--- src/rtl/bw_alu_pkg.sv ---
package bw_alu_pkg;

    localparam int WORD_W = 16;
    localparam int HALF_W = WORD_W / 2;
    localparam int CNT_W  = $clog2(WORD_W);
    localparam int OP_W   = 4;

    typedef enum logic [OP_W-1:0] {
        OP_ADD  = 4'd0,
        OP_ADDC = 4'd1,
        OP_SUB  = 4'd2,
        OP_SUBC = 4'd3,
        OP_AND  = 4'd4,
        OP_OR   = 4'd5,
        OP_XOR  = 4'd6,
        OP_SEXT = 4'd7,
        OP_SHL  = 4'd8,
        OP_SHR  = 4'd9,
        OP_ASR  = 4'd10,
        OP_ROL  = 4'd11,
        OP_ROR  = 4'd12,
        OP_R13  = 4'd13,
        OP_R14  = 4'd14,
        OP_R15  = 4'd15
    } alu_op_e;

    typedef struct packed {
        logic z;
        logic n;
        logic c;
        logic v;
    } alu_flags_t;

    typedef struct packed {
        logic [WORD_W-1:0] data;
        logic              carry;
        logic              ovf;
    } unit_out_t;

    function automatic logic op_is_shift(alu_op_e op);
        return (op == OP_SHL) || (op == OP_SHR) || (op == OP_ASR) ||
               (op == OP_ROL) || (op == OP_ROR);
    endfunction

    function automatic logic op_is_arith(alu_op_e op);
        return (op == OP_ADD) || (op == OP_ADDC) || (op == OP_SUB) || (op == OP_SUBC);
    endfunction

    function automatic logic op_is_reserved(alu_op_e op);
        return (op == OP_R13) || (op == OP_R14) || (op == OP_R15);
    endfunction

    function automatic alu_flags_t make_flags(logic [WORD_W-1:0] d, logic wide,
                                              logic c, logic v);
        alu_flags_t f;
        f.z = wide ? (d == '0) : (d[HALF_W-1:0] == '0);
        f.n = wide ? d[WORD_W-1] : d[HALF_W-1];
        f.c = c;
        f.v = v;
        return f;
    endfunction

endpackage

--- src/rtl/alu_addsub.sv ---
module alu_addsub
    import bw_alu_pkg::*;
#(
    parameter int W  = WORD_W,
    parameter int BW = W / 2
) (
    input  logic [W-1:0] a,
    input  logic [W-1:0] b,
    input  logic         byte_sel,
    input  logic         sub,
    input  logic         use_cin,
    input  logic         cin,
    output unit_out_t    out
);

    logic [W-1:0] bb;
    logic         cin_eff;
    logic [W:0]   sum_w;
    logic [W-1:0] low_w;
    logic [BW:0]  sum_b;
    logic [BW-1:0] low_b;
    logic         cout;
    logic         cmsb;

    // Subtraction is A + ~B + 1; a borrow input removes the +1.
    assign bb      = sub ? ~b : b;
    assign cin_eff = sub ? (use_cin ? ~cin : 1'b1) : (use_cin & cin);

    // Full-width sums and the sums of the bits below each MSB give
    // the carry out of and the carry into the active MSB.
    assign sum_w = {1'b0, a} + {1'b0, bb} + {{W{1'b0}}, cin_eff};
    assign low_w = {1'b0, a[W-2:0]} + {1'b0, bb[W-2:0]} + {{(W-1){1'b0}}, cin_eff};
    assign sum_b = {1'b0, a[BW-1:0]} + {1'b0, bb[BW-1:0]} + {{BW{1'b0}}, cin_eff};
    assign low_b = {1'b0, a[BW-2:0]} + {1'b0, bb[BW-2:0]} + {{(BW-1){1'b0}}, cin_eff};

    assign cout = byte_sel ? sum_b[BW] : sum_w[W];
    assign cmsb = byte_sel ? low_b[BW-1] : low_w[W-1];

    always_comb begin
        out.data  = byte_sel ? {a[W-1:BW], sum_b[BW-1:0]} : sum_w[W-1:0];
        out.carry = sub ? ~cout : cout;
        out.ovf   = cout ^ cmsb;
    end

endmodule

--- src/rtl/alu_barrel.sv ---
module alu_barrel #(
    parameter int WIDTH = 33,
    parameter int CNT_W = 4,
    parameter bit LEFT  = 1'b1
) (
    input  logic [WIDTH-1:0] din,
    input  logic [CNT_W-1:0] amt,
    input  logic             fill,
    output logic [WIDTH-1:0] dout
);

    logic [WIDTH-1:0] stg [CNT_W+1];

    assign stg[0] = din;

    for (genvar k = 0; k < CNT_W; k++) begin : g_stage
        localparam int SH = 1 << k;
        if (LEFT) begin : g_left
            assign stg[k+1] = amt[k] ? {stg[k][WIDTH-1-SH:0], {SH{1'b0}}} : stg[k];
        end else begin : g_right
            assign stg[k+1] = amt[k] ? {{SH{fill}}, stg[k][WIDTH-1:SH]} : stg[k];
        end
    end

    assign dout = stg[CNT_W];

endmodule

--- src/rtl/alu_shift_unit.sv ---
module alu_shift_unit
    import bw_alu_pkg::*;
#(
    parameter int W  = WORD_W,
    parameter int BW = W / 2,
    parameter int CW = CNT_W
) (
    input  logic [W-1:0]  a,
    input  logic [CW-1:0] cnt,
    input  logic          byte_sel,
    input  alu_op_e       op,
    output unit_out_t     out
);

    localparam int XW = 2 * W + 1;

    logic [W-1:0]   xa;
    logic [2*W-1:0] dbl;
    logic [2*W-1:0] sx;
    logic           sgn;
    logic [CW-1:0]  rot_amt;
    logic [XW-1:0]  l_in, l_out, r_in, r_out;
    logic [CW-1:0]  l_amt, r_amt;
    logic [W-1:0]   r_act;
    logic           c_out;
    logic           cnt_nz;

    assign xa      = byte_sel ? {{(W-BW){1'b0}}, a[BW-1:0]} : a;
    assign dbl     = byte_sel ? {{W{1'b0}}, a[BW-1:0], a[BW-1:0]} : {a, a};
    assign sgn     = byte_sel ? a[BW-1] : a[W-1];
    assign sx      = byte_sel ? {{(2*W-BW){a[BW-1]}}, a[BW-1:0]} : {{W{a[W-1]}}, a};
    assign rot_amt = byte_sel ? {1'b0, cnt[CW-2:0]} : cnt;
    assign cnt_nz  = (cnt != '0);

    // Left path serves shift-left and rotate-left.
    assign l_in  = (op == OP_ROL) ? {1'b0, dbl} : {{(W+1){1'b0}}, xa};
    assign l_amt = (op == OP_ROL) ? rot_amt : cnt;

    // Right path serves both right shifts and rotate-right; a guard bit
    // below the operand catches the last bit shifted out.
    always_comb begin
        case (op)
            OP_ASR:  r_in = {sx, 1'b0};
            OP_ROR:  r_in = {1'b0, dbl};
            default: r_in = {{W{1'b0}}, xa, 1'b0};
        endcase
    end
    assign r_amt = (op == OP_ROR) ? rot_amt : cnt;

    alu_barrel #(.WIDTH(XW), .CNT_W(CW), .LEFT(1'b1)) u_left (
        .din  (l_in),
        .amt  (l_amt),
        .fill (1'b0),
        .dout (l_out)
    );

    alu_barrel #(.WIDTH(XW), .CNT_W(CW), .LEFT(1'b0)) u_right (
        .din  (r_in),
        .amt  (r_amt),
        .fill ((op == OP_ASR) ? sgn : 1'b0),
        .dout (r_out)
    );

    always_comb begin
        r_act = '0;
        c_out = 1'b0;
        case (op)
            OP_SHL: begin
                r_act = byte_sel ? {{(W-BW){1'b0}}, l_out[BW-1:0]} : l_out[W-1:0];
                c_out = byte_sel ? l_out[BW] : l_out[W];
            end
            OP_ROL: begin
                r_act = byte_sel ? {{(W-BW){1'b0}}, l_out[2*BW-1:BW]} : l_out[2*W-1:W];
                c_out = cnt_nz & r_act[0];
            end
            OP_SHR, OP_ASR: begin
                r_act = byte_sel ? {{(W-BW){1'b0}}, r_out[BW:1]} : r_out[W:1];
                c_out = r_out[0];
            end
            OP_ROR: begin
                r_act = byte_sel ? {{(W-BW){1'b0}}, r_out[BW-1:0]} : r_out[W-1:0];
                c_out = cnt_nz & (byte_sel ? r_act[BW-1] : r_act[W-1]);
            end
            default: begin
                r_act = '0;
                c_out = 1'b0;
            end
        endcase
    end

    always_comb begin
        out.data  = byte_sel ? {a[W-1:BW], r_act[BW-1:0]} : r_act;
        out.carry = c_out;
        out.ovf   = 1'b0;
    end

endmodule

--- src/rtl/bw_alu.sv ---
module bw_alu
    import bw_alu_pkg::*;
(
    input  logic              clk,
    input  logic              rst,
    input  logic              op_valid,
    input  logic [OP_W-1:0]   op_code,
    input  logic              byte_mode,
    input  logic              carry_in,
    input  logic [WORD_W-1:0] opnd_a,
    input  logic [WORD_W-1:0] opnd_b,
    output logic [WORD_W-1:0] result,
    output logic              flag_z,
    output logic              flag_n,
    output logic              flag_c,
    output logic              flag_v
);

    alu_op_e     op;
    unit_out_t   add_o, sft_o, nxt;
    alu_flags_t  nxt_flags, flg_q;
    logic [WORD_W-1:0] res_q;
    logic        wide_flags;
    logic        is_sub;

    assign op     = alu_op_e'(op_code);
    assign is_sub = (op == OP_SUB) || (op == OP_SUBC);

    alu_addsub #(.W(WORD_W)) u_addsub (
        .a        (opnd_a),
        .b        (opnd_b),
        .byte_sel (byte_mode),
        .sub      (is_sub),
        .use_cin  ((op == OP_ADDC) || (op == OP_SUBC)),
        .cin      (carry_in),
        .out      (add_o)
    );

    alu_shift_unit #(.W(WORD_W), .CW(CNT_W)) u_shift (
        .a        (opnd_a),
        .cnt      (opnd_b[CNT_W-1:0]),
        .byte_sel (byte_mode),
        .op       (op),
        .out      (sft_o)
    );

    function automatic logic [WORD_W-1:0] merge_byte(logic [WORD_W-1:0] full,
                                                     logic [WORD_W-1:0] keep,
                                                     logic sel);
        return sel ? {keep[WORD_W-1:HALF_W], full[HALF_W-1:0]} : full;
    endfunction

    always_comb begin
        nxt = '0;
        if (op_is_arith(op)) begin
            nxt = add_o;
        end else if (op_is_shift(op)) begin
            nxt = sft_o;
        end else begin
            case (op)
                OP_AND:  nxt.data = merge_byte(opnd_a & opnd_b, opnd_a, byte_mode);
                OP_OR:   nxt.data = merge_byte(opnd_a | opnd_b, opnd_a, byte_mode);
                OP_XOR:  nxt.data = merge_byte(opnd_a ^ opnd_b, opnd_a, byte_mode);
                OP_SEXT: nxt.data = {{(WORD_W-HALF_W){opnd_a[HALF_W-1]}}, opnd_a[HALF_W-1:0]};
                default: nxt.data = res_q;
            endcase
        end
    end

    assign wide_flags = !byte_mode || (op == OP_SEXT);
    assign nxt_flags  = make_flags(nxt.data, wide_flags, nxt.carry, nxt.ovf);

    always_ff @(posedge clk) begin
        if (rst) begin
            res_q <= '0;
            flg_q <= '0;
        end else if (op_valid && !op_is_reserved(op)) begin
            res_q <= nxt.data;
            flg_q <= nxt_flags;
        end
    end

    assign result = res_q;
    assign flag_z = flg_q.z;
    assign flag_n = flg_q.n;
    assign flag_c = flg_q.c;
    assign flag_v = flg_q.v;


    idle_hold_chk: assert property (@(posedge clk) disable iff (rst)
        (!op_valid || op_code >= 4'd13) |=> ($stable(result) &&
            $stable({flag_z, flag_n, flag_c, flag_v})));


    logic_cv_clear_chk: assert property (@(posedge clk) disable iff (rst)
        (op_valid && (op_code == 4'd4 || op_code == 4'd5 || op_code == 4'd6))
            |=> (!flag_c && !flag_v));


    byte_upper_keep_chk: assert property (@(posedge clk) disable iff (rst)
        (op_valid && byte_mode && op_code != 4'd7 && op_code < 4'd13)
            |=> (result[15:8] == $past(opnd_a[15:8])));


    zero_count_chk: assert property (@(posedge clk) disable iff (rst)
        (op_valid && op_code >= 4'd8 && op_code <= 4'd12 && opnd_b[3:0] == 4'd0)
            |=> (!flag_c && result == $past(opnd_a)));


    sext_chk: assert property (@(posedge clk) disable iff (rst)
        (op_valid && op_code == 4'd7)
            |=> (result == {{8{$past(opnd_a[7])}}, $past(opnd_a[7:0])} &&
                 !flag_c && !flag_v));


    reset_clear_chk: assert property (@(posedge clk)
        rst |=> (result == '0 && !flag_z && !flag_n && !flag_c && !flag_v));

endmodule

--- config.mk ---
export PLATFORM = sky130hd
export DESIGN_NAME = bw_alu
export DESIGN_NICKNAME = d
export VERILOG_FILES = /design/src/rtl/bw_alu_pkg.sv /design/src/rtl/alu_addsub.sv /design/src/rtl/alu_barrel.sv /design/src/rtl/alu_shift_unit.sv /design/src/rtl/bw_alu.sv
export SDC_FILE = /design/constraint.sdc
export NUM_CORES = 1
export LEC_CHECK = 0
export ABC_CLOCK_PERIOD_IN_PS = 6800
export CAP_MARGIN = 20
export CORE_ASPECT_RATIO = 1.25
export CORE_MARGIN = 2
export CORE_UTILIZATION = 50
export DETAILED_ROUTE_END_ITERATION = 7
export DONT_BUFFER_PORTS = 1
export PLACE_DENSITY_LB_ADDON = 0.08
export SYNTH_ARGS = -nofsm -noshare
export SYNTH_HDL_FRONTEND = slang
export SYNTH_SLANG_ARGS = --single-unit
--- constraint.sdc ---
create_clock -name clk -period 6.8 [get_ports clk]
set_input_delay 0.68 -clock clk [delete_from_list [all_inputs] [get_ports clk]]
set_output_delay 0.68 -clock clk [all_outputs]
set_load 0.01 [all_outputs]
# Yosys cells after proc, flatten, opt, wreduce, memory -nomap -nowiden

Cells that the tools add are included.

$add $sub $neg: 8
Eq/ne operators: 15
Mux-type cells: 41
Bitwise operators: 10
Reductions and logical operators: 20

Operators by type and width:

| kind                                                 | count |
|---|---|
| two-way mux 16 bit                                   | 12 |
| two-way mux 32 bit                                   | 6 |
| case mux 16 bit (4 select lines)                     | 2 |
| case mux 32 bit (2 select lines)                     | 1 |
| two-way mux 31 bit                                   | 2 |
| equality test 4 bit (second input constant)          | 8 |
| two-way mux 29 bit                                   | 1 |
| two-way mux 25 bit                                   | 1 |
| two-way mux 18 bit                                   | 1 |
| adder 16 x 16 -> 17 bit                              | 1 |
| adder 17 x 1 -> 17 bit                               | 1 |
| two-way mux 17 bit                                   | 1 |
| adder 15 x 15 -> 16 bit                              | 1 |
| adder 16 x 1 -> 16 bit                               | 1 |
| AND 16 bit                                           | 1 |
| equality test 4 x 3 -> 1 bit (second input constant) | 4 |
| zero test 16 bit                                     | 1 |
| NOT 16 bit                                           | 1 |
| bitwise OR 16 bit                                    | 1 |
| XOR 16 bit                                           | 1 |
| logical OR 1 bit                                     | 12 |
| two-way mux 4 bit                                    | 3 |
| adder 8 x 8 -> 9 bit                                 | 1 |
| adder 9 x 1 -> 9 bit                                 | 1 |
| other kinds (16)                                     | 29 |

Register bits after elaboration: 20
Output and inout bits: 20

# Logic depth before layout (Yosys ltp)

Word-level depth: 14
Depth in mapped cells: 19
Mapped depth without buffers: 15

# Cells and area by module

From an unflattened synthesis, not the netlist that was laid out.

Cells, all modules: 1,042
Area, all modules: 8,045.2 µm²

By module, submodules not included:

| module                        | times used | cells an instance | area each (µm²) | seq. area each (µm²) |
|---|---|---|---|---|
| bw_alu                        | 1          | 333               | 2,536.2         | 400.4 |
| alu_barrel at u_shift.u_left  | 1          | 145               | 1,554.0         | 0.0 |
| alu_barrel at u_shift.u_right | 1          | 200               | 1,519.0         | 0.0 |
| alu_shift_unit                | 1          | 214               | 1,336.3         | 0.0 |
| alu_addsub                    | 1          | 150               | 1,099.8         | 0.0 |

# Worst setup path after synthesis

OpenSTA, ideal clock, no wires.

Path type: input -> register
Start point: input op_code[3]
End point: register flg_q (netlist bit flag_n)
Data arrival time: 4,921 ps
Required time: 6,714 ps
Slack: 1,794 ps
Stages: 18
Path buffers: 4
Cells stage by stage: buf_6 or2_2 clkbuf_1 clkbuf_1 nor2_1 clkbuf_1 xnor2_1 ha_1 or4_1 a211oi_1 nor4b_1 or3_1 a31oi_1 o21ai_1 xor2_1 o221ai_1 mux2_2 a211oi_1

Word-level cells in the longest chain between the ends: 12

RTL lines:

| what                                                                             | line         | source |
|---|---|---|
| from (decl)                                                                      | bw_alu.sv:7  | `input logic [OP_W-1:0] op_code,` |
| parallel branches: the longest is 12 deep, another holds adder 16 x 16 -> 17 bit | n/a          |  |
| to (signal assigned)                                                             | bw_alu.sv:79 | `flg_q <= nxt_flags;` |
| to (decl)                                                                        | bw_alu.sv:21 | `alu_flags_t nxt_flags, flg_q;` |

Parallel ways; which one is timed is not known.
A chain may end at the register's enable or synchronous reset.

# Final worst setup path

Start point: input op_code[3]
End point: register flg_q (netlist bit flag_z)

Word-level cells in the longest chain between the ends: 13

RTL lines:

| what |
|---|
| parallel branches: the longest is 13 deep, another holds adder 16 x 16 -> 17 bit |

Parallel ways; which one is timed is not known.

==> impl_metrics.toml <==
[status]
run_status = "finished, final reports clean"

[clock_network]
cts.sink_count = 20
cts_tree = "yes"
worst_setup_hold_path_clk_slew_ps = 50
clock_latency_ps = 250
h-tree-depth = 1
clk_root_buffer_cell = "sky130_fd_sc_hd__clkbuf_16"
cts_bufs_inserted = 3
post_cts_resized = 0
cts-hold-fix-buffers = 0
cts_max_path_buffers = 2
cts_setup_buffers = 0

[layout]
number_of_antenna_repair_diodes = 0
fin_cells = 1160
syn_to_final_growth_pct = -0.932
final_layout_size_suffix_gt1_share_pct = 10.8
final_net_count = 1040
finish.instance_area_um2 = 7710

[sta]
worst-slew-pin-transition_ps = 942
slew-limit-headroom_pct = 37.1
final-hold-violation-count = 0
max_slew_violation_total_from_the_final_report = 0
rsz_0062_raised_after_global_routing = "no"
layout_worst_path_cycle_share_pct = 71.3
finalWorstSetupSlack_ps = 1950
fmaxAchievable_mhz = 206
finalSetupViolCount = 0
finalWorstPathRequiredPeriod_ps = 4850
setup_total_negative_slack_ps = 0
timing.clock.skew_ps = 2.23

[critical_path]
r2r_end = "flag_z$_SDFFE_PP0P_"
cp_data_arrival_time_ps = 5000
regToRegStartpoint = "result[12]$_SDFFE_PP0P_"
critPathSlowestCell = "sky130_fd_sc_hd__nor2_2"
critical_path.max_fanout = 39
timing.critical_path.required_ps = 6960
end_kind = "register"
critical_path_class = "input pin to register"
crit_chain = "or2_2, nor2_2, xnor2_1, fa_1, a211o_1, a21o_1, a21oi_1, o21ai_0, xnor2_1, o21ai_0, a221oi_1, and2b_1, nand4_1, o41ai_2"
reg2reg_setup_slack_ps = 3960
worst_setup_path_start_kind = "input pin"
worst_path_largest_cell_delay_ps = 770
r2r.worst_path.cells = 9

[global_routing]
met2_usage_pct = 67.0
grt_antenna_before_repair = 0
grt_util_met3_pct = 8.94
grt_pass1_wl_um = 55000
grt_most_used_layer = "met2"
groute.layer.met1.usage_pct = 54.9
grt_max_degree = 87
gr-total-overflow = 0
grt_pass1_vias = 8442
gr-usage-all-layers_pct = 44.7

[worst_hold_path]
hold_path.class = "input pin to register"
hold_end = "result[13]$_SDFFE_PP0P_"
worst_hold_path.num_cells = 1
min-delay-start = "rst"

[logic_synthesis]
yosys.area.top_type_share_pct = 10.1
synth_enable_flop_cells = 0
ys_types = 102
post_synth.cell_area_avg_um2 = 7.54
synthMostInstantiatedCell = "sky130_fd_sc_hd__nand2_1"
ys_top_cells_by_area = "sky130_fd_sc_hd__mux4_2 10%, sky130_fd_sc_hd__ha_1 7.7%, sky130_fd_sc_hd__dfxtp_1 5.1%, sky130_fd_sc_hd__mux2i_1 4.9%, sky130_fd_sc_hd__a21oi_1 4.3%"
synth_area_um2 = 7790
synth-async-reset-ratio_pct = 0
ys_seq_elements = 20
seq_area_frac_synth_pct = 5.14
dominantRegCellSynth = "sky130_fd_sc_hd__dfxtp_1"
cell_type_with_the_highest_aggregate_area_in_the_netlist = "sky130_fd_sc_hd__mux4_2"
synth-warning-count = 0
post_synth_most_frequent_cells = "89 x sky130_fd_sc_hd__nand2_1, 74 x sky130_fd_sc_hd__nor2_1, 67 x sky130_fd_sc_hd__a21oi_1"
syn_nets = 1124
syn_inst = 1033

[route]
antenna_left = 0
drt_iter0_drc = 1319
wl_um = 37200
drc_errors_left = 0
viasPerCell = 7.74
drt_first_pass_iters = 6
detail_route.wl_per_cell_um = 32.1
detailroute.via_count = 8979

[die]
die_area_um2 = 16600
initial_utilization_pct = 50.6
overall_die_width_um = 116
floorplan.core_area_um2 = 15400
die_height_um = 144
row_count = 51
io_pins = 61

[placement]
dp.cells = 1156
postPlaceCellArea_um2 = 7620
placement.io_buffers = 0
dpl_worst_slack_ps = 1750
dpl.hpwl_um = 26900
gp_congestion = 1.04

[job]
cap_violations = 0

[power]
power_w = 0.000810
share_of_power_burned_in_combinational_logic_pct = 65.3
fraction_of_power_spent_switching_nets_pct = 46.7
total_switching_power_w = 0.000378
share_seq_of_total_power_pct = 18.4
internal-power_w = 0.000431
clkPwrFrac_pct = 16.3
p_leak_nw = 2.80
power_density_nw_per_um2 = 105
power.ir.vdd_worst_uv = 117
-- per-layer routing --
metal	vias to the layer above	wire (um)
li1	3843	-
met1	4224	13300
met2	702	16000
met3	210	3860
met4	0	3980
met5	-	0
-- worst max-delay path by stage --
stage	startpoint	slack, ps	endpoint	cells after the start
2_1_floorplan	op_code[3]	1790	flag_n$_SDFFE_PP0P_	18
3_3_place_gp	op_code[3]	1820	flag_z$_SDFFE_PP0P_	14
3_5_place_dp	op_code[3]	1750	flag_z$_SDFFE_PP0P_	14
4_1_cts	op_code[3]	2010	flag_z$_SDFFE_PP0P_	14
5_1_grt	op_code[3]	1660	flag_z$_SDFFE_PP0P_	14
6_report	op_code[3]	1950	flag_z$_SDFFE_PP0P_	14
-- layout by cell type (no fill, tap or decap), drive strengths merged, types with 15 or more instances in the layout --
cell type	count
nor2b	17
o31ai	16
mux2	15
o21ai	50
xnor2	26
a21oi	67
o211ai	22
nor3	30
nor2	74
nand2	89
a211oi	26
dfxtp	20
a31oi	16
mux2i	39
mux4	35
inv	48
nand3	35
ha	48
-- through the flow --
stage / utilization [%] / hold slack, ps
2_1_floorplan: - / 490
6_report: 50.2 / 489
3_3_place_gp: 49.5 / 525
5_1_grt: 50.2 / 487
3_5_place_dp: 49.6 / 525
4_1_cts: 50.2 / 488
-- kinds of logic after synthesis --
family | after synthesis | share of synthesized area, %
AO/OA/AOI/OAI | 361 | 34.7
multiplexers | 89 | 17.4
AND/OR/NAND/NOR | 330 | 21.9
buffers and inverters | 152 | 9.13
flip-flops | 20 | 5.14
adder cells (fa/ha/maj) | 50 | 8.23
XOR/XNOR | 31 | 3.49
-- worst max-delay path: cells and delay by family --
kind            cells  cell delay [ps]
compound gates      7             1910
xor+xnor            2              420
fa+ha+maj           1              480
simple gates        4             1490
-- sequential cells by signal (all words and copies together), names as in the netlist --
register,flops
flag_c,1
flag_n,1
flag_v,1
flag_z,1
result,16
-- final cells by class --
| class | count | area [um2] |
|---|---|---|
| Multi-Input combinational cell | 861 | 6680 |
| Clock buffer | 4 | 88.8 |
| Inverter | 50 | 188 |
| Tap cell | 212 | 265 |
| Timing Repair Buffer | 13 | 93.8 |
| Fill cell | 1600 | 7660 |
| Sequential cell | 20 | 400 |
-- power by group through the flow --
stage | clock [W] | combinational (W) | sequential, W
after floorplan | 0 | 0.000434 | 0.000140
after global placement | 0 | 0.000513 | 0.000151
after detailed placement | 0 | 0.000511 | 0.000151
after CTS | 0.000134 | 0.000514 | 0.000148
after global routing | 0.000138 | 0.000568 | 0.000149
final | 0.000132 | 0.000529 | 0.000149
No activity file was read; power rests on OpenSTA's default activity.
